===== src/rtl/fsm_pkg.sv =====
package fsm_pkg;
  localparam int NSLOT  = 3;
  localparam int SLOT_W = 2;
  localparam int NEV    = 3;

  typedef logic [SLOT_W-1:0] slot_t;

  typedef struct packed {
    logic  vld;
    slot_t idx;
  } hist_ent_t;

  typedef enum int {
    EV_UNDER = 0,
    EV_OVER  = 1,
    EV_SYNC  = 2
  } ev_e;
endpackage


===== src/rtl/fsm_wr_alloc.sv =====
module fsm_wr_alloc
  import fsm_pkg::*;
(
  input  logic             clk,
  input  logic             rst,
  input  logic             start,
  input  logic             done,
  input  logic             err,
  input  logic [NSLOT-1:0] excl,
  input  logic [NSLOT-1:0] unread,
  output slot_t            wr_slot,
  output logic             wr_active,
  output slot_t            alloc_slot,
  output logic             ovw_ev,
  output logic             pub_ok,
  output logic             pub_fail
);
  logic bad;

  // lowest-numbered slot not excluded
  always_comb begin
    alloc_slot = '0;
    for (int i = NSLOT - 1; i >= 0; i--)
      if (!excl[i]) alloc_slot = slot_t'(i);
  end

  assign ovw_ev   = start & unread[alloc_slot];
  assign pub_ok   = done & wr_active & ~bad & ~err;
  assign pub_fail = done & wr_active & (bad | err);

  always_ff @(posedge clk) begin
    if (rst) begin
      wr_slot   <= '0;
      wr_active <= 1'b0;
      bad       <= 1'b0;
    end else if (start) begin
      wr_slot   <= alloc_slot;
      wr_active <= 1'b1;
      bad       <= err;
    end else begin
      if (done) wr_active <= 1'b0;
      else if (err && wr_active) bad <= 1'b1;
    end
  end
endmodule


===== src/rtl/fsm_rd_select.sv =====
module fsm_rd_select
  import fsm_pkg::*;
(
  input  logic      clk,
  input  logic      rst,
  input  logic      start,
  input  logic      genlock,
  input  logic      park,
  input  slot_t     park_slot,
  input  logic [1:0] delay,
  input  hist_ent_t hist [NSLOT],
  input  logic      new_avail,
  output slot_t     rd_slot,
  output logic      rd_valid,
  output slot_t     nxt,
  output logic      nxt_vld,
  output logic      take,
  output logic      claim,
  output logic      under
);
  logic [1:0] d;
  slot_t      pick;

  always_comb begin
    d    = (delay == 2'd3) ? 2'd2 : delay;
    pick = hist[0].idx;
    if (hist[d].vld) pick = hist[d].idx;
    nxt     = rd_slot;
    nxt_vld = rd_valid;
    take    = 1'b0;
    claim   = 1'b0;
    under   = 1'b0;
    if (start) begin
      if (park) begin
        if (park_slot != 2'd3) begin
          nxt     = park_slot;
          nxt_vld = 1'b1;
          claim   = 1'b1;
        end
      end else if (!hist[0].vld) begin
        under = genlock;
      end else if (genlock && !new_avail) begin
        under = 1'b1;
      end else begin
        nxt     = pick;
        nxt_vld = 1'b1;
        take    = 1'b1;
        claim   = 1'b1;
      end
    end
  end

  always_ff @(posedge clk) begin
    if (rst) begin
      rd_slot  <= '0;
      rd_valid <= 1'b0;
    end else begin
      rd_slot  <= nxt;
      rd_valid <= nxt_vld;
    end
  end

  // genlocked request with nothing new repeats the slot
  p_genlock_hold_r7: assert property (@(posedge clk) disable iff (rst)
    (start && genlock && !park && !new_avail) |=> $stable(rd_slot));

  // parked request follows park_slot
  p_park_follow_r9: assert property (@(posedge clk) disable iff (rst)
    (start && park && park_slot != 2'd3) |=> (rd_slot == $past(park_slot)));
endmodule


===== src/rtl/fsm_slot_hist.sv =====
module fsm_slot_hist
  import fsm_pkg::*;
(
  input  logic             clk,
  input  logic             rst,
  input  logic             pub,
  input  slot_t            pub_slot,
  input  logic             alloc,
  input  slot_t            alloc_slot,
  input  logic             claim,
  input  slot_t            claim_slot,
  input  logic             take,
  input  logic             genlock,
  output hist_ent_t        hist [NSLOT],
  output logic [NSLOT-1:0] unread,
  output logic             new_avail,
  output logic             sync_ev
);
  hist_ent_t        hn [NSLOT];
  logic [NSLOT-1:0] un;

  assign sync_ev = pub & genlock & new_avail;

  always_comb begin
    hn = hist;
    un = unread;
    if (claim) un[claim_slot] = 1'b0;
    if (pub) begin
      for (int i = NSLOT - 1; i > 0; i--) hn[i] = hist[i-1];
      hn[0] = '{vld: 1'b1, idx: pub_slot};
      un[pub_slot] = 1'b1;
    end
    if (alloc) begin
      for (int i = 0; i < NSLOT; i++)
        if (hn[i].idx == alloc_slot) hn[i].vld = 1'b0;
      un[alloc_slot] = 1'b0;
    end
  end

  always_ff @(posedge clk) begin
    if (rst) begin
      for (int i = 0; i < NSLOT; i++) hist[i] <= '0;
      unread    <= '0;
      new_avail <= 1'b0;
    end else begin
      hist   <= hn;
      unread <= un;
      if (pub) new_avail <= 1'b1;
      else if (take) new_avail <= 1'b0;
    end
  end
endmodule


===== src/rtl/fsm_sat_ctrs.sv =====
module fsm_sat_ctrs #(
  parameter int N = 3,
  parameter int W = 4
) (
  input  logic                clk,
  input  logic                rst,
  input  logic                clr,
  input  logic [N-1:0]        ev,
  output logic [N-1:0][W-1:0] cnt
);
  for (genvar g = 0; g < N; g++) begin : g_ctr
    always_ff @(posedge clk) begin
      if (rst || clr) cnt[g] <= '0;
      else if (ev[g] && cnt[g] != {W{1'b1}}) cnt[g] <= cnt[g] + 1'b1;
    end

    // no wrap, only clear lowers the count
    p_no_wrap_r10: assert property (@(posedge clk) disable iff (rst)
      !clr |=> (cnt[g] >= $past(cnt[g])));

    // clear zeroes the counter
    p_clear_r11: assert property (@(posedge clk) disable iff (rst)
      clr |=> (cnt[g] == '0));
  end
endmodule


===== src/rtl/frame_slot_mgr.sv =====
module frame_slot_mgr
  import fsm_pkg::*;
#(
  parameter int CNT_W = 4
) (
  input  logic             clk,
  input  logic             rst,
  input  logic             cap_start,
  input  logic             cap_done,
  input  logic             cap_err,
  input  logic             play_start,
  input  logic             play_done,
  input  logic             play_err,
  input  logic             genlock_en,
  input  logic [1:0]       frame_delay,
  input  logic             park_en,
  input  logic [1:0]       park_slot,
  input  logic             irq_en_cap,
  input  logic             irq_en_play,
  input  logic             irq_en_err,
  input  logic             stat_clr,
  output logic [1:0]       wr_slot,
  output logic [1:0]       rd_slot,
  output logic             rd_valid,
  output logic [1:0]       newest_slot,
  output logic             newest_valid,
  output logic             wr_fault,
  output logic             rd_fault,
  output logic [CNT_W-1:0] cnt_underrun,
  output logic [CNT_W-1:0] cnt_overwrite,
  output logic [CNT_W-1:0] cnt_syncloss,
  output logic             irq
);
  hist_ent_t            hist [NSLOT];
  logic [NSLOT-1:0]     unread, excl;
  logic                 new_avail, sync_ev;
  slot_t                rd_nxt, alloc_slot;
  logic                 rd_nxt_vld, take, claim, under;
  logic                 wr_active, ovw_ev, pub_ok, pub_fail;
  logic [NEV-1:0]       ev;
  logic [NEV-1:0][CNT_W-1:0] cnt;

  fsm_rd_select u_rd (
    .clk(clk), .rst(rst), .start(play_start), .genlock(genlock_en),
    .park(park_en), .park_slot(park_slot), .delay(frame_delay),
    .hist(hist), .new_avail(new_avail), .rd_slot(rd_slot),
    .rd_valid(rd_valid), .nxt(rd_nxt), .nxt_vld(rd_nxt_vld),
    .take(take), .claim(claim), .under(under)
  );

  always_comb begin
    for (int i = 0; i < NSLOT; i++)
      excl[i] = (rd_nxt_vld && rd_nxt == slot_t'(i)) ||
                (hist[0].vld && hist[0].idx == slot_t'(i));
  end

  fsm_wr_alloc u_wr (
    .clk(clk), .rst(rst), .start(cap_start), .done(cap_done),
    .err(cap_err), .excl(excl), .unread(unread), .wr_slot(wr_slot),
    .wr_active(wr_active), .alloc_slot(alloc_slot), .ovw_ev(ovw_ev),
    .pub_ok(pub_ok), .pub_fail(pub_fail)
  );

  fsm_slot_hist u_hist (
    .clk(clk), .rst(rst), .pub(pub_ok), .pub_slot(wr_slot),
    .alloc(cap_start), .alloc_slot(alloc_slot), .claim(claim),
    .claim_slot(rd_nxt), .take(take), .genlock(genlock_en),
    .hist(hist), .unread(unread), .new_avail(new_avail),
    .sync_ev(sync_ev)
  );

  always_comb begin
    ev           = '0;
    ev[EV_UNDER] = under;
    ev[EV_OVER]  = ovw_ev;
    ev[EV_SYNC]  = sync_ev;
  end

  fsm_sat_ctrs #(.N(NEV), .W(CNT_W)) u_ctr (
    .clk(clk), .rst(rst), .clr(stat_clr), .ev(ev), .cnt(cnt)
  );

  assign cnt_underrun  = cnt[EV_UNDER];
  assign cnt_overwrite = cnt[EV_OVER];
  assign cnt_syncloss  = cnt[EV_SYNC];
  assign newest_slot   = hist[0].idx;
  assign newest_valid  = hist[0].vld;

  always_ff @(posedge clk) begin
    if (rst) begin
      wr_fault <= 1'b0;
      rd_fault <= 1'b0;
      irq      <= 1'b0;
    end else begin
      if (pub_fail) wr_fault <= 1'b1;
      else if (stat_clr) wr_fault <= 1'b0;
      if (play_err) rd_fault <= 1'b1;
      else if (stat_clr) rd_fault <= 1'b0;
      irq <= (irq_en_cap & pub_ok) | (irq_en_play & play_done) |
             (irq_en_err & (pub_fail | play_err));
    end
  end

  // a fresh allocation never coincides with the reader's slot
  p_wr_avoids_rd_r2: assert property (@(posedge clk) disable iff (rst)
    cap_start |=> (!rd_valid || wr_slot != rd_slot));

  // a frame failing at its done strobe leaves newest unchanged
  p_fail_unpublished_r4: assert property (@(posedge clk) disable iff (rst)
    (cap_done && cap_err) |=> ($stable(newest_slot) && $stable(newest_valid)));

  // slot indices stay within 0..2
  p_slot_range_r2: assert property (@(posedge clk) disable iff (rst)
    (wr_slot != 2'd3) && (rd_slot != 2'd3) && (newest_slot != 2'd3));
endmodule


===== config.mk =====
export PLATFORM = sky130hd
export DESIGN_NAME = frame_slot_mgr
export DESIGN_NICKNAME = d
export VERILOG_FILES = /design/src/rtl/fsm_pkg.sv /design/src/rtl/fsm_wr_alloc.sv /design/src/rtl/fsm_rd_select.sv /design/src/rtl/fsm_slot_hist.sv /design/src/rtl/fsm_sat_ctrs.sv /design/src/rtl/frame_slot_mgr.sv
export SDC_FILE = /design/constraint.sdc
export NUM_CORES = 1
export LEC_CHECK = 0
export BUFFER_PORTS_ARGS = -buffer_cell sky130_fd_sc_hd__buf_2
export CAP_MARGIN = 5
export CORE_ASPECT_RATIO = 1.2
export CORE_MARGIN = 4
export CORE_UTILIZATION = 53
export DETAILED_ROUTE_END_ITERATION = 12
export PLACE_DENSITY = 0.84
export SLEW_MARGIN = 10
export SYNTH_ARGS = -nofsm -noshare
export SYNTH_HDL_FRONTEND = slang
export SYNTH_SLANG_ARGS = --single-unit
export TNS_END_PERCENT = 50

===== constraint.sdc =====
create_clock -name clk -period 3.48 [get_ports clk]
set_clock_uncertainty 0.15 [all_clocks]
set_input_delay 0.696 -clock clk [delete_from_list [all_inputs] [get_ports clk]]
set_output_delay 0.696 -clock clk [all_outputs]
set_load 0.02 [all_outputs]

---- After elaboration in Yosys (flattened, before gate mapping) ----
Cells that the tools add are included.
operators by class
  $add $sub $neg .......................... 3
  $mul .................................... 0
  div/mod/pow operators ................... 0
  $lt $le $gt $ge ......................... 7
  equal/unequal tests ..................... 13
  shifts and indexed selects .............. 0
  multiplexer cells ....................... 57
  bitwise logic cells ..................... 22
  reductions and logical operators ........ 27
operators with widths
  cell                                                                                 number
  1-bit 2-to-1 mux                                                                     36
  2-bit 2-to-1 mux                                                                     10
  3-bit 2-to-1 mux                                                                     5
  1-bit logical AND                                                                    14
  4-bit by 1-bit adder with 4-bit output, second input constant                        3
  4-bit != test, second input constant                                                 3
  1-bit AND                                                                            10
  2-bit nonzero test                                                                   5
  2-bit by 3-bit < comparator with 1-bit output, second input constant                 3
  9-bit 2-to-1 mux                                                                     1
  3-bit AND                                                                            2
  3-bit binary-select mux with 2-bit select                                            1
  1-bit demux with 2-bit select                                                        3
  2-bit equality test                                                                  3
  2-bit equality test, second input constant                                           3
  2-bit by 1-bit greater-or-equal comparator with 1-bit output, second input constant  3
  3-bit inverter                                                                       2
  2-bit by 1-bit equality test with 1-bit output, second input constant                2
  2-bit zero test                                                                      2
  1-bit logical OR                                                                     4
  2-bit != test, second input constant                                                 2
  1-bit OR                                                                             4
  3-bit greater-or-equal comparator, second input constant                             1
  2-bit inverter with 3-bit output                                                     1
  5 further kinds                                                                      6
word-level totals
  flip-flop bits (word level) ............. 35
  bits in latches ......................... 0
  bits in writable memories ............... 0
  memory bits (read-only) ................. 0
  input port bits ......................... 18
  output and inout bits ................... 23
  word-level logic and storage cells ...... 148
  memories ................................ 0

---- Logic depth before layout (Yosys ltp) ----
  depth in word-level cells ............... 24
  mapped depth ............................ 9

---- Hierarchy ----
A second synthesis with hierarchy kept.
unflattened totals
  cell total of the unflattened synthesis .. 195
  area total of the unflattened synthesis .. 1801.7 µm²
by module, submodules not included
  module          instances  cells each  area an instance (µm²)  seq. area each (µm²)
  fsm_slot_hist   1          58          599.3                   260.2
  fsm_sat_ctrs    1          60          573.0                   240.2
  fsm_rd_select   1          33          256.5                   60.1
  fsm_wr_alloc    1          23          202.7                   80.1
  frame_slot_mgr  1          21          170.2                   60.1

---- Worst setup path before layout ----
Ideal clock, no wire load.
  path type ............................... in2reg
  start ................................... input frame_delay[0]
  end ..................................... register u_ctr.cnt[4] (netlist name)
  arrival ................................. 2.756 ns
  setup slack ............................. 0.504 ns
  cell stages on the path ................. 8
  path buffers ............................ 1
  path through ............................ mux2_2 -> o22a_1 -> o2111a_1 -> or3_1 -> buf_6 -> mux2_4 -> or4_1 -> a21oi_1
on the way
  longest elaborated chain between the ends .. 21
  elaborated cells between the ends (all ways) .. 27
ends and longest elaborated chain
  what                                                      line                  source
  start: declaration                                        frame_slot_mgr.sv:15  input logic [1:0] frame_delay,
  2-bit equality test                                       fsm_rd_select.sv:25   d = (delay == 2'd3) ? 2'd2 : delay;
  2-bit 2-to-1 mux *                                        fsm_rd_select.sv:25
  2-bit inverter with 3-bit output (not written as such) *  fsm_rd_select.sv:27   if (hist[d].vld) pick = hist[d].idx;
  3-bit binary-select mux with 2-bit select *               fsm_rd_select.sv:27
  3-bit 2-to-1 mux (not written as such) * (2 in a row)     fsm_rd_select.sv:27
  2-bit 2-to-1 mux *                                        fsm_rd_select.sv:27
  2-bit 2-to-1 mux *                                        fsm_rd_select.sv:42   end else if (genlock && !new_avail) begin
  2-bit 2-to-1 mux *                                        fsm_rd_select.sv:40   end else if (!hist[0].vld) begin
  [... 3 more ...]                                          n/a
  1-bit logical AND                                         frame_slot_mgr.sv:53  excl[i] = (rd_nxt_vld && rd_nxt == slot_t'(i)) ||
  1-bit logical OR                                          frame_slot_mgr.sv:53
  2-bit 2-to-1 mux (2 in a row)                             fsm_wr_alloc.sv:24    if (!excl[i]) alloc_slot = slot_t'(i);
  2-bit 2-to-1 mux *                                        fsm_wr_alloc.sv:24
  1-bit binary-select mux with 2-bit select *               fsm_wr_alloc.sv:27    assign ovw_ev = start & unread[alloc_slot];
  1-bit 2-to-1 mux (not written as such) *                  fsm_wr_alloc.sv:27
  1-bit AND *                                               fsm_wr_alloc.sv:27
  1-bit logical AND *                                       fsm_sat_ctrs.sv:14    else if (ev[g] && cnt[g] != {W{1'b1}}) cnt[g] <= cnt[g] + 1'b1;
  end signal: indexed assignment                            fsm_sat_ctrs.sv:13    if (rst || clr) cnt[g] <= '0;
  end: declaration                                          fsm_sat_ctrs.sv:9     output logic [N-1:0][W-1:0] cnt
Mark *: on every way between the ends. The rest lies on a longest branch, timed or not. The select of a mux whose other input is x is not followed.
A chain may end at the register's enable or synchronous reset.

---- Worst setup path after layout ----
Same ends and word-level chain as after synthesis.

==> results_dict.tcl <==
set metrics [dict create \
    critical_path.top_delay_family "simple AND/OR/NAND/NOR gates" \
    design_area_sq_um 2200 \
    netlist_instances 214 \
    drt_iter0_markers 36 \
    critical_path_class "input pin to flop" \
    cts_resized 0 \
    io_buffers 40 \
    end_kind "flop" \
    hp-start "wr_fault$_SDFFE_PP0P_" \
    io_pins 41 \
    fin_setup_tns_ns 0 \
    hold_ws_ns 0.341 \
    cts_sinks 35 \
    slew_violations 0 \
    min-delay-path-class "flop to flop" \
    vias 1662 \
    grt_pass1_wl_microns 6790 \
    status "finished clean" \
    path_depth 8 \
    drive_above_1_share 0.234 \
    yosys.area_share.simple 0.230 \
    synth-edff-count 0 \
    tightest_slew_ns 0.640 \
    synth_top_family_by_area "simple AND/OR/NAND/NOR gates" \
    holdPathStages 2 \
    hold_buffers 0 \
    required_ns 3.55 \
    ys_warn_count 0 \
    rsz0062_at_grt "false" \
    fillCellCount 292 \
    die_area_sq_um 4510 \
    wl_per_cell_microns 14.0 \
    ant_nets 0 \
    worstPathCellList "buf_2 -> mux2_2 -> o22a_1 -> o2111a_1 -> or3_1 -> mux2_4 -> or4_1 -> a21oi_1" \
    final_cells 293 \
    synth_area_leaders "dfxtp_1 38%, mux2i_1 8.1%, nor2_1 6.5%, nand2_1 3.9%, a21oi_1 3.8%" \
    rows 23 \
    area_delta_synth_final_pct 19.0 \
    cp_slowest_cell "or3_1" \
    finalCritPeriodShare 0.859 \
    rr_worst_depth 7 \
    antenna_found_initial 0 \
    cts_tree "yes" \
    synthesis.nets 235 \
    path_buf_inv 1 \
    cts_buffer_depth 2 \
    cts_made_buffers 5 \
    synth_seq_cells 35 \
    ys_async_sr_fraction 0 \
    power.density_nw_per_um2 448 \
    synthMuxAreaShare 0.107 \
    vias_per_cell 5.67 \
    avgSynthCellArea_sq_um 8.65 \
    post_cts_buffers 0 \
    hold-path-endpoint "wr_fault$_SDFFE_PP0P_" \
    finalHoldViolCount 0 \
    final-setup-viol-count 0 \
    die_w_microns 62.0 \
    clk_latency_ns 0.28 \
    post-place-ws_ns 0.200 \
    antenna_cells 0 \
    yosys.area.top_type "dfxtp_1" \
    grt_util_all_layers 0.201 \
    finalPower_uw 987 \
    synth-adder-area-share 0.0203 \
    drt_pass1_iterations 4 \
    hpwlAfterDp_microns 3070 \
    startpoint_type "input pin" \
    ys_seq_area_frac 0.378 \
    final_net_count 276 \
    synth_top_area_frac 0.378 \
    wl_microns 4110 \
    setup_slack_ns 0.489 \
    chipHeight_microns 72.8 \
    grt_max_degree 29 \
    synth_compound_area_frac 0.169 \
    clock.fmax_ghz 0.334 \
    cts-root-buf "clkbuf_8" \
    critical_path_arrival_ns 3.06 \
    place.gp.congestion 0.879 \
    vdd_drop_max_mv 0.336 \
    r2r_start "u_hist.hist[7]$_SDFF_PP0_" \
    grt-ovfl-total 0 \
    reg2reg_slack_ns 0.55 \
    synth_flop_cell "dfxtp_1" \
    clkSlewWorstSetupHoldPaths_ns 0.07 \
    crit_path_max_incr_delay_ns 0.55 \
    syn-cell-area_sq_um 1850 \
    htreeDepth 2 \
    period_minus_slack_ns 2.99 \
    drc 0 \
    relSlewSlack 0.570 \
    reg2reg_to "u_ctr.cnt[4]$_SDFFE_PP0P_" \
    placed_cell_area_sq_um 2070 \
    worstPathMaxFanout 8 \
    utilization 0.654 \
    max_cap_viol_count 0 \
    start_util 0.550 \
    synthXorXnorAreaFrac 0.0520 \
    placedCellCount 285 \
    design.core.area_sq_um 3370 \
    power.leakage_nw 0.926 \
    grt_pass1_vias 1522 \
    yosysUniqueCellTypes 48 \
]
final cells by class:
cell class              instances  area [sq um]  area share
multi-input cells             164          1070       0.486
flip-flops and latches         35           701       0.318
repair buffers                 45           238       0.108
clock buffers                   6          72.6      0.0329
clock inverters                 2          60.1      0.0273
well taps                      37          46.3      0.0210
inverters                       4          15.0     0.00681
report_power, final:
part | switching (mW) | internal [mW]
logic | 0.0821 | 0.0551
clock network | 0.145 | 0.286
registers | 0.00784 | 0.410
worst max path at each step:
stage                                      endpoint            from  slack, ns
after floorplan           u_ctr.cnt[4]$_SDFFE_PP0P_  frame_delay[0]       0.50
after global placement    u_ctr.cnt[4]$_SDFFE_PP0P_  frame_delay[0]       0.26
after detailed placement  u_ctr.cnt[4]$_SDFFE_PP0P_  frame_delay[0]       0.20
after CTS                 u_ctr.cnt[6]$_SDFFE_PP0P_  frame_delay[0]       0.50
after global routing      u_hist.hist[5]$_SDFF_PP0_  frame_delay[0]       0.39
final                     u_ctr.cnt[4]$_SDFFE_PP0P_  frame_delay[0]       0.49
worst min-delay path: stages (launching register included):
cell	delay (ns)
dfxtp_1	0.33
a21oi_1	0.06
nor2_1	0.07
layout by cell type, fill, tap and decap left out, types with 5 or more instances in the layout:
cell / count
buf_2: 40
mux2i_1: 15
xor2_1: 6
nor2b_1: 5
buf_4: 5
nand3_1: 6
xnor2_1: 5
clkbuf_8: 5
nor3_1: 6
a311oi_1: 5
nor2_1: 32
a21oi_1: 14
nand2_1: 19
dfxtp_1: 35
synth_stat cells, types with 2 or more instances:
cell,n
ha_1,3
inv_1,4
mux2i_1,15
xnor2_1,5
o21ai_0,4
nor2_1,32
or3_1,3
a21oi_1,14
buf_6,2
nand2b_1,4
nand2_1,19
nor4_1,2
nor3_1,6
a311oi_1,5
nor2b_1,5
nand4_1,2
o211ai_1,3
nand3_1,6
clkbuf_1,6
dfxtp_1,35
buf_4,2
a22oi_1,2
xor2_1,6
and3_1,2
a211oi_1,4
state kept, by name, summed over array words and instances (netlist names):
signal and flops:
u_hist.hist 9, u_wr.wr_active 1, wr_fault 1, u_rd.rd_slot 2
u_wr.bad 1, u_rd.rd_valid 1, irq 1, rd_fault 1
u_ctr.cnt 12, u_hist.unread 3, u_wr.wr_slot 2, u_hist.new_avail 1
layer usage:
metal / vias up / track usage / routed length [microns]
met4: 0 / 0.0873 / 94
met3: 10 / 0.0584 / 203
met5: - / 0 / 0
li1: 855 / - / -
met1: 756 / 0.242 / 1800
met2: 41 / 0.326 / 2000
logic make-up after synthesis:
kind of cell,count (synthesis)
compound gates,44
xor+xnor,11
fa+ha+maj,3
buf+inv,15
flops,35
mux,18
simple gates,88
Power figures use the tool's default switching activity.
